## src/rtl/iqs_pkg.sv

```systemverilog
package iqs_pkg;
  typedef enum logic {
    KIND_Q = 1'b0,
    KIND_I = 1'b1
  } word_kind_e;

  typedef enum logic {
    PAIR_I_THEN_Q = 1'b0,
    PAIR_Q_THEN_I = 1'b1
  } pair_mode_e;
endpackage

```

## src/rtl/iqs_phase_track.sv

```systemverilog
module iqs_phase_track
  import iqs_pkg::*;
(
  input  logic       clk,
  input  logic       rst,
  input  logic       invert,
  input  logic       word_en,
  input  logic       sync_raw,
  output logic       take,
  output logic       first_lock,
  output word_kind_e kind,
  output logic       is_locked
);
  logic sync_eff;
  logic sync_last_q;
  logic expect_i_q;
  logic rise;

  assign sync_eff   = sync_raw ^ invert;
  assign rise       = word_en && sync_eff && !sync_last_q;
  assign take       = word_en && (rise || is_locked);
  assign first_lock = rise && !is_locked;

  always_comb begin
    if (rise) kind = KIND_I;
    else      kind = expect_i_q ? KIND_I : KIND_Q;
  end

  always_ff @(posedge clk) begin
    if (rst) begin
      sync_last_q <= 1'b0;
      expect_i_q  <= 1'b0;
      is_locked   <= 1'b0;
    end else if (word_en) begin
      sync_last_q <= sync_eff;
      if (rise) begin
        is_locked  <= 1'b1;
        expect_i_q <= 1'b0;
      end else if (is_locked) begin
        expect_i_q <= ~expect_i_q;
      end
    end
  end
endmodule

```

## src/rtl/iqs_pairer.sv

```systemverilog
module iqs_pairer
  import iqs_pkg::*;
#(
  parameter int WORD_W = 12
) (
  input  logic              clk,
  input  logic              rst,
  input  pair_mode_e        mode,
  input  logic              take,
  input  logic              first_lock,
  input  word_kind_e        kind,
  input  logic [WORD_W-1:0] word,
  output logic              pair_valid,
  output logic [WORD_W-1:0] pair_i,
  output logic [WORD_W-1:0] pair_q
);
  logic [WORD_W-1:0] held_q;
  logic              have_q;
  logic              have_now;
  word_kind_e        store_kind;
  logic              store_hit;
  logic              emit_hit;

  // The held word is an I word in I-then-Q mode and a Q word in Q-then-I mode.
  assign store_kind = (mode == PAIR_I_THEN_Q) ? KIND_I : KIND_Q;
  assign have_now   = have_q && !first_lock;
  assign store_hit  = take && (kind == store_kind);
  assign emit_hit   = take && (kind != store_kind) && have_now;

  always_ff @(posedge clk) begin
    if (rst) begin
      held_q     <= '0;
      have_q     <= 1'b0;
      pair_valid <= 1'b0;
      pair_i     <= '0;
      pair_q     <= '0;
    end else begin
      pair_valid <= emit_hit;
      if (store_hit) begin
        held_q <= word;
        have_q <= 1'b1;
      end else if (take) begin
        have_q <= 1'b0;
      end
      if (emit_hit) begin
        if (mode == PAIR_I_THEN_Q) begin
          pair_i <= held_q;
          pair_q <= word;
        end else begin
          pair_i <= word;
          pair_q <= held_q;
        end
      end
    end
  end
endmodule

```

## src/rtl/iq_pair_splitter.sv

```systemverilog
module iq_pair_splitter
  import iqs_pkg::*;
#(
  parameter int WORD_W = 12
) (
  input  logic              clk,
  input  logic              rst,
  input  logic              cfg_sync_inv,
  input  logic              cfg_q_first,
  input  logic              in_valid,
  input  logic [WORD_W-1:0] in_word,
  input  logic              in_sync,
  output logic              out_valid,
  output logic [WORD_W-1:0] out_i,
  output logic [WORD_W-1:0] out_q,
  output logic              locked
);
  logic       take_w;
  logic       first_w;
  word_kind_e kind_w;
  pair_mode_e mode_w;

  assign mode_w = cfg_q_first ? PAIR_Q_THEN_I : PAIR_I_THEN_Q;

  iqs_phase_track u_phase (
    .clk        (clk),
    .rst        (rst),
    .invert     (cfg_sync_inv),
    .word_en    (in_valid),
    .sync_raw   (in_sync),
    .take       (take_w),
    .first_lock (first_w),
    .kind       (kind_w),
    .is_locked  (locked)
  );

  iqs_pairer #(.WORD_W(WORD_W)) u_pair (
    .clk        (clk),
    .rst        (rst),
    .mode       (mode_w),
    .take       (take_w),
    .first_lock (first_w),
    .kind       (kind_w),
    .word       (in_word),
    .pair_valid (out_valid),
    .pair_i     (out_i),
    .pair_q     (out_q)
  );
endmodule

```

## config.mk

```make
export PLATFORM = sky130hd
export DESIGN_NAME = iq_pair_splitter
export DESIGN_NICKNAME = d
export VERILOG_FILES = /design/src/rtl/iqs_pkg.sv /design/src/rtl/iqs_phase_track.sv /design/src/rtl/iqs_pairer.sv /design/src/rtl/iq_pair_splitter.sv
export SDC_FILE = /design/constraint.sdc
export NUM_CORES = 1
export LEC_CHECK = 0
export BUFFER_PORTS_ARGS = -buffer_cell sky130_fd_sc_hd__buf_2
export CAP_MARGIN = 40
export CORE_MARGIN = 2
export CORE_UTILIZATION = 58
export CTS_CLUSTER_DIAMETER = 60
export DETAILED_ROUTE_END_ITERATION = 12
export GPL_TIMING_DRIVEN = 0
export PLACE_DENSITY = 0.81
export SLEW_MARGIN = 20
export SYNTH_ARGS = -nofsm -noshare
export SYNTH_HDL_FRONTEND = slang
export SYNTH_HIERARCHICAL = 1
export SYNTH_SLANG_ARGS = --single-unit
export TNS_END_PERCENT = 100
```

## constraint.sdc

```tcl
create_clock -name clk -period 2.8 [get_ports clk]
set_clock_uncertainty 0.15 [all_clocks]
set_input_delay 0.14 -clock clk [delete_from_list [all_inputs] [get_ports clk]]
set_output_delay 0.14 -clock clk [all_outputs]
set_load 0.005 [all_outputs]
```

==> impl_metrics.toml, run 1 <==
[run_status]
status = "finished clean"

[clocking]
cts_buffer_depth = 2
root_buffer = "clkbuf_4"
clock_latency_ps = 340
cts_sinks = 41
clk_pin_slew_ps = 130
cts_buffers = 5
post_cts_buffers = 0
cts.htree.levels = 2
cts_tree = "built"

[yosys]
yosys_warnings = 6
syn-num-nets = 206
synth_cell_types = 24
avgSynthCellArea_um2 = 10.7
synth_simple_gate_area_share_pct = 10.9
synth-compound-area-share_pct = 22.6
synth_top_family_by_area = "compound AO/OA/AOI/OAI gates"
seq_area_frac_synth_pct = 40.6
synthAdderAreaFrac_pct = 0
syn_inst = 188
ys_ff_latch = 41
synth_xor_area_share_pct = 2.17
syn_area_um2 = 2020
synth_mux_area_share_pct = 17.8

[drt]
wl_met2_um = 2500
wl_per_cell_um = 15.5
first_pass_iters = 4
drc = 0
drtIter0Drc = 120
routed.top_layer = "met4"
viasPerCell = 5.46
wirelength_um = 4660
dr_wl_met3_um = 178
wl_met1_um = 1890
num_vias = 1639
ant_nets = 0

[critical_path]
rr_endpoint = "u_pair/pair_q[2]"
worstSetupPathType = "in2reg"
rr_startpoint = "u_phase/sync_last_q"
critPathCaptureType = "flip-flop"
crit_required_ps = 2920
path_max_fanout = 10
arrival_ps = 2310
rrSetupSlack_ps = 670
cp-start-kind = "primary input"
r2r_cells = 7

[flow_run]
maxCapViolCount = 0

[die]
initial_core_util_pct = 60.5
dieArea_um2 = 3970
fp.dieH_um = 63.0
die_width_um = 63.0
rows = 21
core_area_um2 = 3340
ios = 44

[sta]
grt_setup_unrepaired = "no"
post-route-period-util_pct = 78.2
slew_headroom_pct = 53.7
setup_ws_ps = 609
finalSetupTns_ps = 0
max_freq_mhz = 456
fin_crit_ps = 2190
hold_violations = 0
slew_violations = 0
setup_violations = 0
worst_pin_slew_ps = 695

[global_route]
antenna_found_initial = 0
grtUsageTotal_pct = 25.6
grt_pass1_wl_um = 7850
overflow = 0
grt_pass1_vias = 1634
grt_start_max_net_pins = 14

[place]
numPortBuffers = 42
routabilityCongestion = 0.739
dp_hpwl_um = 3240
pre_cts_ws_ps = 674

[hold_path]
holdCritPathClass = "in2reg"
min-delay-start = "in_sync"
whs_path_depth = 3
holdPathEnd = "u_phase/is_locked"

[power]
power_density_nw_per_um2 = 493
p_leak_nw = 1.05
power.total_w = 0.00125
ir_worst_vdd_mv = 0.378

[layout]
area_growth_pct = 25.6
final_cell_mix = "buf_2 (49), dfxtp_1 (41), mux2i_1 (36)"
nNetsFinal = 271
antenna_cells = 0
final_common_cell = "buf_2"
drive_above_1_share_pct = 33.5
[critical path, cell delays in order]
cell and delay, ps:
dlygate4sd3_1 520, buf_2 140, nand2b_1 130, o21ai_0 280, and3b_1 200, clkbuf_1 270, buf_2 270, a21oi_1 120
a211oi_2 240
[stage by stage]
| step | area (um2) | hold WS [ps] | cells | utilization, % |
|---|---|---|---|---|
| 6_report | 2540 | 25.9 | 300 | 76.0 |
| 5_1_grt | 2540 | 19.3 | 300 | 76.0 |
| 4_1_cts | 2540 | 10.5 | 300 | 76.0 |
| 3_5_place_dp | 2290 | 251 | 276 | 68.5 |
| 3_3_place_gp | 2290 | 239 | 276 | 68.5 |
| 2_1_floorplan | 2020 | 62.8 | 188 | - |
[what timing repair did]
action                    4_1_cts  5_1_grt
hold endpoints to repair       18        0
resized for setup               0        0
hold buffers                   16        0
[layer usage]
metal,vias to the layer above,track usage (%)
met5,-,0
met4,0,8.06
met3,10,5.41
met2,44,47.6
met1,774,28.8
li1,811,-
[cells by family after synthesis]
group	after synthesis
xor+xnor	2
buf+inv	19
compound gates	55
mux	36
flops	41
simple gates	35
[layout make-up]
class	instances	area, um2
Tap cell	46	57.6
Timing Repair Buffer	58	370
Sequential cell	41	821
Inverter	1	3.75
Clock buffer	6	51.3
Multi-Input combinational cell	128	1080
Buffer	18	114
Fill cell	226	801
Clock inverter	2	37.5
[power by group]
part | internal (W) | switching (W)
clock | 0.000212 | 0.000194
combinational | 0.000102 | 0.000118
sequential | 0.000607 | 0.0000159
[sequential cells by signal, summed over array words and instances, names as in the netlist]
register / cells
u_phase/is_locked: 1
u_pair/pair_i: 12
u_pair/pair_q: 12
u_pair/held_q: 12
u_pair/pair_valid: 1
u_pair/have_q: 1
u_phase/sync_last_q: 1
u_phase/expect_i_q: 1
[how the worst max path moves through the flow]
| stage | from | endpoint | slack, ps |
|---|---|---|---|
| CTS | in_valid | u_pair/pair_i[7] | 610 |
| global route | in_valid | u_pair/pair_q[2] | 470 |
| global placement | u_phase/sync_last_q | u_pair/pair_i[9] | 780 |
| detailed placement | u_phase/sync_last_q | u_pair/pair_q[2] | 670 |
| floorplan | u_phase/sync_last_q | u_pair/pair_i[10] | 980 |
| finish | in_valid | u_pair/pair_q[2] | 610 |
[synthesized netlist by cell type]
cell	instances	area, um2
nor3_1	1	5.00
and2_4	1	8.76
buf_6	5	56.3
buf_2	7	35.0
a211oi_1	5	37.5
a21boi_0	1	7.51
dfxtp_1	41	821
mux2i_1	36	360
nand2_1	1	3.75
inv_1	1	3.75
and3b_1	2	17.5
o21ba_1	1	10.0
a21oi_1	24	120
a211oi_2	20	250
clkbuf_1	6	22.5
nand2b_1	26	163
o221a_1	1	11.3
nor2_1	1	3.75
o21ai_0	1	5.00
nor2b_1	3	18.8
xnor2_2	1	16.3
xnor2_4	1	27.5
o31ai_1	1	7.51
o21bai_1	1	7.51
(Power assumes the default switching activity.)
==> run 2, diff against run 1 <==
ABC_AREA = 1   (was default)
CORE_UTILIZATION = 53   (was 58)
PLACE_DENSITY = 0.75   (was 0.81)
clock period = 2.1 ns   (was 2.8 ns; I/O delays follow)
==> run 2 against run 1 <==
Critical path depth grew 4. Design area is the same. Wire length is 2.8% higher. Sequential share of layout area did not move. Combinational power grew 4%. Worst hold slack improved by 62 ps. Sequential power rose by 31%. Area after synthesis is 1.1% lower. Critical endpoint unchanged. Largest cell class unchanged. Largest power group unchanged. Highest routed layer unchanged.
==> impl_metrics.toml, run 2 <==
[run_status]
status = "finished clean"

[die]
dieArea_um2 = 4270
core_area_um2 = 3630
initial_core_util_pct = 55.0
rows = 22
die_width_um = 65.4
ios = 44
fp.dieH_um = 65.4

[clocking]
cts.htree.levels = 2
clk_pin_slew_ps = 80
clock_latency_ps = 290
post_cts_buffers = 0
cts_buffers = 5
cts_sinks = 41
root_buffer = "clkbuf_8"
cts_tree = "built"
cts_buffer_depth = 2

[global_route]
grt_pass1_wl_um = 8000
antenna_found_initial = 0
grtUsageTotal_pct = 24.3
overflow = 0
grt_start_max_net_pins = 13
grt_pass1_vias = 1816

[power]
p_leak_nw = 1.45
power_density_nw_per_um2 = 671
power.total_w = 0.00170
ir_worst_vdd_mv = 0.410

[drt]
wirelength_um = 4790
drc = 0
num_vias = 1986
wl_per_cell_um = 11.0
ant_nets = 0
drtIter0Drc = 124
viasPerCell = 4.58
first_pass_iters = 4

[critical_path]
cp-start-kind = "primary input"
crit_required_ps = 2140
arrival_ps = 1990
rr_startpoint = "u_phase/sync_last_q"
critPathCaptureType = "flip-flop"
rrSetupSlack_ps = 270
rr_endpoint = "u_pair/pair_q[2]"
path_max_fanout = 10
worstSetupPathType = "in2reg"
r2r_cells = 12

[layout]
num-fill-cells = 333
fin_cells = 434
nNetsFinal = 403
final_common_cell = "nand2_1"
antenna_cells = 0
area_growth_pct = 27.0
drive_above_1_share_pct = 19.4
final_cell_mix = "nand2_1 (105), nor2_1 (68), buf_2 (49)"
reg.largest.list = "u_pair/held_q (12), u_pair/pair_i (12), u_pair/pair_q (12)"

[yosys]
yosysMostFrequentCell = "nand2_1"
yosys.area.top_type_share_pct = 41.1
async_reset_ff_share_pct = 0
syn_inst = 321
syn-num-nets = 339
synth_area_leader_cell = "dfxtp_1"
synth-main-ff-cell = "dfxtp_1"
seq_area_frac_synth_pct = 41.1
avgSynthCellArea_um2 = 6.22
syn_area_um2 = 2000
ys_ff_latch = 41
synth-edff-count = 0
synth_cell_types = 19
yosys_warnings = 6
synth_common_cells = "nand2_1 (105), nor2_1 (69), inv_1 (46), dfxtp_1 (41), o21ai_0 (24)"
synthTopCellsByArea = "dfxtp_1 (41%), nand2_1 (20%), nor2_1 (13%)"

[sta]
post-route-period-util_pct = 92.7
slew_violations = 0
hold_violations = 0
grt_setup_unrepaired = "no"
max_freq_mhz = 514
setup_violations = 0
whs_ps = 87.8
slew_headroom_pct = 61.1
worst_pin_slew_ps = 584
fin_crit_ps = 1950
finalSetupTns_ps = 0

[hold_path]
whs_path_depth = 5
min-delay-start = "cfg_q_first"
holdCritPathClass = "in2reg"
holdPathEnd = "u_pair/pair_i[3]"

[place]
dp_cells = 411
numPortBuffers = 42
routabilityCongestion = 0.824
dp_hpwl_um = 3180

[flow_run]
maxCapViolCount = 0
## run 2: worst max path at each step
stage | end | slack [ps] | startpoint
floorplan | u_pair/pair_q[10] | 410 | u_phase/sync_last_q
global placement | u_pair/pair_q[4] | 230 | u_phase/sync_last_q
detailed placement | u_pair/pair_q[4] | 210 | u_phase/sync_last_q
CTS | u_pair/pair_q[2] | 80 | in_valid
global route | u_pair/pair_q[2] | 5 | in_valid
finish | u_pair/pair_q[2] | 150 | in_valid
## run 2: cell families after synthesis
logic type             Yosys count  synth area share (%)
buffers and inverters           63                  13.8
flip-flops                      41                  41.1
AND/OR/NAND/NOR                190                  38.3
AO/OA/AOI/OAI                   27                  6.77
## run 2: timing repair
action | in CTS | in global routing
gates resized for setup | 0 | 1
hold buffers | 15 | 0
endpoints found under the setup margin | 0 | 15
hold endpoints to repair | 17 | 0
## run 2: per-layer routing
metal,wire [um],track usage [%],share of wire (%),up-vias
met5,0,0,0,-
met4,29,7.81,0.61,0
met3,319,4.11,6.7,5
met2,2330,42.1,49,59
met1,2120,30.5,44,855
li1,-,-,-,1067
## run 2: stage by stage
stage	cell area, um2	setup slack (ps)	utilization, %
2_1_floorplan	2000	405	-
3_3_place_gp	2270	234	62.4
3_5_place_dp	2270	208	62.4
4_1_cts	2530	83.1	69.7
5_1_grt	2540	5.27	69.8
6_report	2540	154	69.8
## run 2: layout make-up
cell class	count	area, um2	share of cell area [%]
buffer	15	92.6	3.65
multi-input combinational	217	903	35.6
clock inverter	1	30.0	1.18
clock buffer	7	86.3	3.40
inverter	48	183	7.20
sequential	41	821	32.4
tap	48	60.1	2.37
timing repair buffer	57	360	14.2
## run 2: power by group
group | switching [W] | leakage (nW) | total [W] | internal, W
clock | 0.000269 | 0.0585 | 0.000657 | 0.000388
combinational | 0.000140 | 1.06 | 0.000228 | 0.0000877
sequential | 0.0000101 | 0.333 | 0.000817 | 0.000807
## run 2: critical path: stages
cell           delay [ps]
dlygate4sd3_1         520
buf_2                 140
nand4_2               130
nand2_1               120
inv_1                  70
nor2_2                140
nand2_1                70
nor2_1                160
nand2_4                80
buf_6                 150
buf_12                150
nor2_2                100
nor2_1                 50
==> run 3, diff against run 2 <==
PLACE_DENSITY = 0.78   (was 0.75)
==> run 3 against run 2 <==
Maximum frequency decreased by 2.6%. Via count shrank 0.30%. Wire length fell by 4.3%. Combinational power is essentially flat. Worst setup slack got worse by 52 ps. Highest routed layer unchanged. Largest cell class unchanged. Sequential share of layout area decreased by 0.22 points. First-iteration DRC count rose by 31%. Worst hold slack gained 5.4 ps. Cell count unchanged. Clock power is 12% higher.
==> impl_metrics.toml, run 3 (same netlist as run 2, synthesis figures left out) <==
[clocking]
root_buffer = "clkbuf_8"
cts_buffer_depth = 2
cts_buffers = 5
cts_tree = "built"
cts_sinks = 41
clk_pin_slew_ps = 70
cts.htree.levels = 2
post_cts_buffers = 0
clock_latency_ps = 290

[global_route]
overflow = 0
grt_pass1_vias = 1830
grtUsageTotal_pct = 23.7
grt_start_max_net_pins = 14
antenna_found_initial = 0
grt_pass1_wl_um = 7820

[layout]
final_area_um2 = 2550
final_cell_mix = "nand2_1 (105), nor2_1 (68), buf_2 (49)"
reg.largest.list = "u_pair/held_q (12), u_pair/pair_i (12), u_pair/pair_q (12)"
final_common_cell = "nand2_1"
antenna_cells = 0
drive_above_1_share_pct = 19.7
num-fill-cells = 321
area_growth_pct = 27.9
nNetsFinal = 403

[sta]
worst_pin_slew_ps = 563
finalSetupTns_ps = 0
max_freq_mhz = 501
post-route-period-util_pct = 95.1
setup_violations = 0
slew_headroom_pct = 62.4
fin_crit_ps = 2000
hold_violations = 0
grt_setup_unrepaired = "no"
slew_violations = 0

[drt]
drtIter0Drc = 162
viasPerCell = 4.56
drc = 0
num_vias = 1980
wl_per_cell_um = 10.6
wirelength_um = 4590
ant_nets = 0
first_pass_iters = 4

[power]
ir_worst_vdd_mv = 0.564
p_leak_nw = 1.46
power_density_nw_per_um2 = 697

[critical_path]
crit_required_ps = 2130
path_max_fanout = 10
critPathCaptureType = "flip-flop"
worstSetupPathType = "in2reg"
arrival_ps = 2030
cp-start-kind = "primary input"

[place]
dp_hpwl_um = 3150
numPortBuffers = 42
place_area_um2 = 2270
routabilityCongestion = 0.883

[die]
rows = 22
core_area_um2 = 3630
initial_core_util_pct = 55.0
dieArea_um2 = 4270
die_width_um = 65.4
fp.dieH_um = 65.4
ios = 44

[hold_path]
holdCritPathClass = "in2reg"

[flow_run]
maxCapViolCount = 0

[run_status]
status = "finished clean"
## run 3: changes by cell type in the layout (fill, tap and decap cells not counted)
cell,change
bufinv_16,+1
clkbuf_1,-1
clkbuf_8,-1
clkinv_2,+1
## run 3: final cells by class
type,instances,area (um2),area share (%)
multi-input cells,217,903,35.4
plain buffers,15,92.6,3.63
repair buffers,57,360,14.1
inverters,48,183,7.15
clock buffers,5,68.8,2.69
flip-flops and latches,41,821,32.1
clock inverters,3,65.1,2.55
well taps,48,60.1,2.35
## run 3: final timing paths
path	cells past startpoint	startpoint	to	slack (ps)
setup / recovery	12	in_valid	u_pair/pair_i[4]	100
hold / removal	5	cfg_q_first	u_pair/pair_i[0]	90
setup reg to reg	11	u_phase/sync_last_q	u_pair/pair_i[4]	230
hold reg to reg	2	u_pair/have_q	u_pair/have_q	320
## run 3: worst max-delay path, stage by stage
cell and delay (ps):
dlygate4sd3_1 520, buf_2 150, nand4_2 130, nand2_1 130
inv_1 60, nor2_1 180, nand2_1 90, nor2_2 140
nand2_4 70, buf_2 190, nor2_1 170, nor2_1 70
## run 3: where the power goes
| group | total (W) | switching [W] | leakage [nW] | internal [W] |
|---|---|---|---|---|
| sequential | 0.000816 | 0.00000957 | 0.333 | 0.000807 |
| combinational | 0.000226 | 0.000138 | 1.06 | 0.0000875 |
| clock | 0.000737 | 0.000265 | 0.0681 | 0.000472 |
## run 3: what timing repair did
item	CTS	global route
hold buffers	15	0
gates resized for setup	0	1
setup endpoints to repair	0	18
endpoints found under the hold margin	17	0
## run 3: routing by layer
layer	GRT usage, %	part of all wire, %
met5	0	0
met4	7.29	1.4
met3	3.60	6.0
met2	41.5	47
met1	29.9	45
## run 3: per-stage QoR
stage	util, %	worst slack [ps]	hold WS, ps	total power (W)	cells
finish	70.3	102	93.1	0.00178	434
global route	70.3	0.301	108	0.00185	434
CTS	70.2	54.0	79.7	0.00179	434
detailed placement	62.4	183	207	0.00103	411
global placement	62.4	224	207	0.00103	411
floorplan	-	405	24.1	0.000971	321
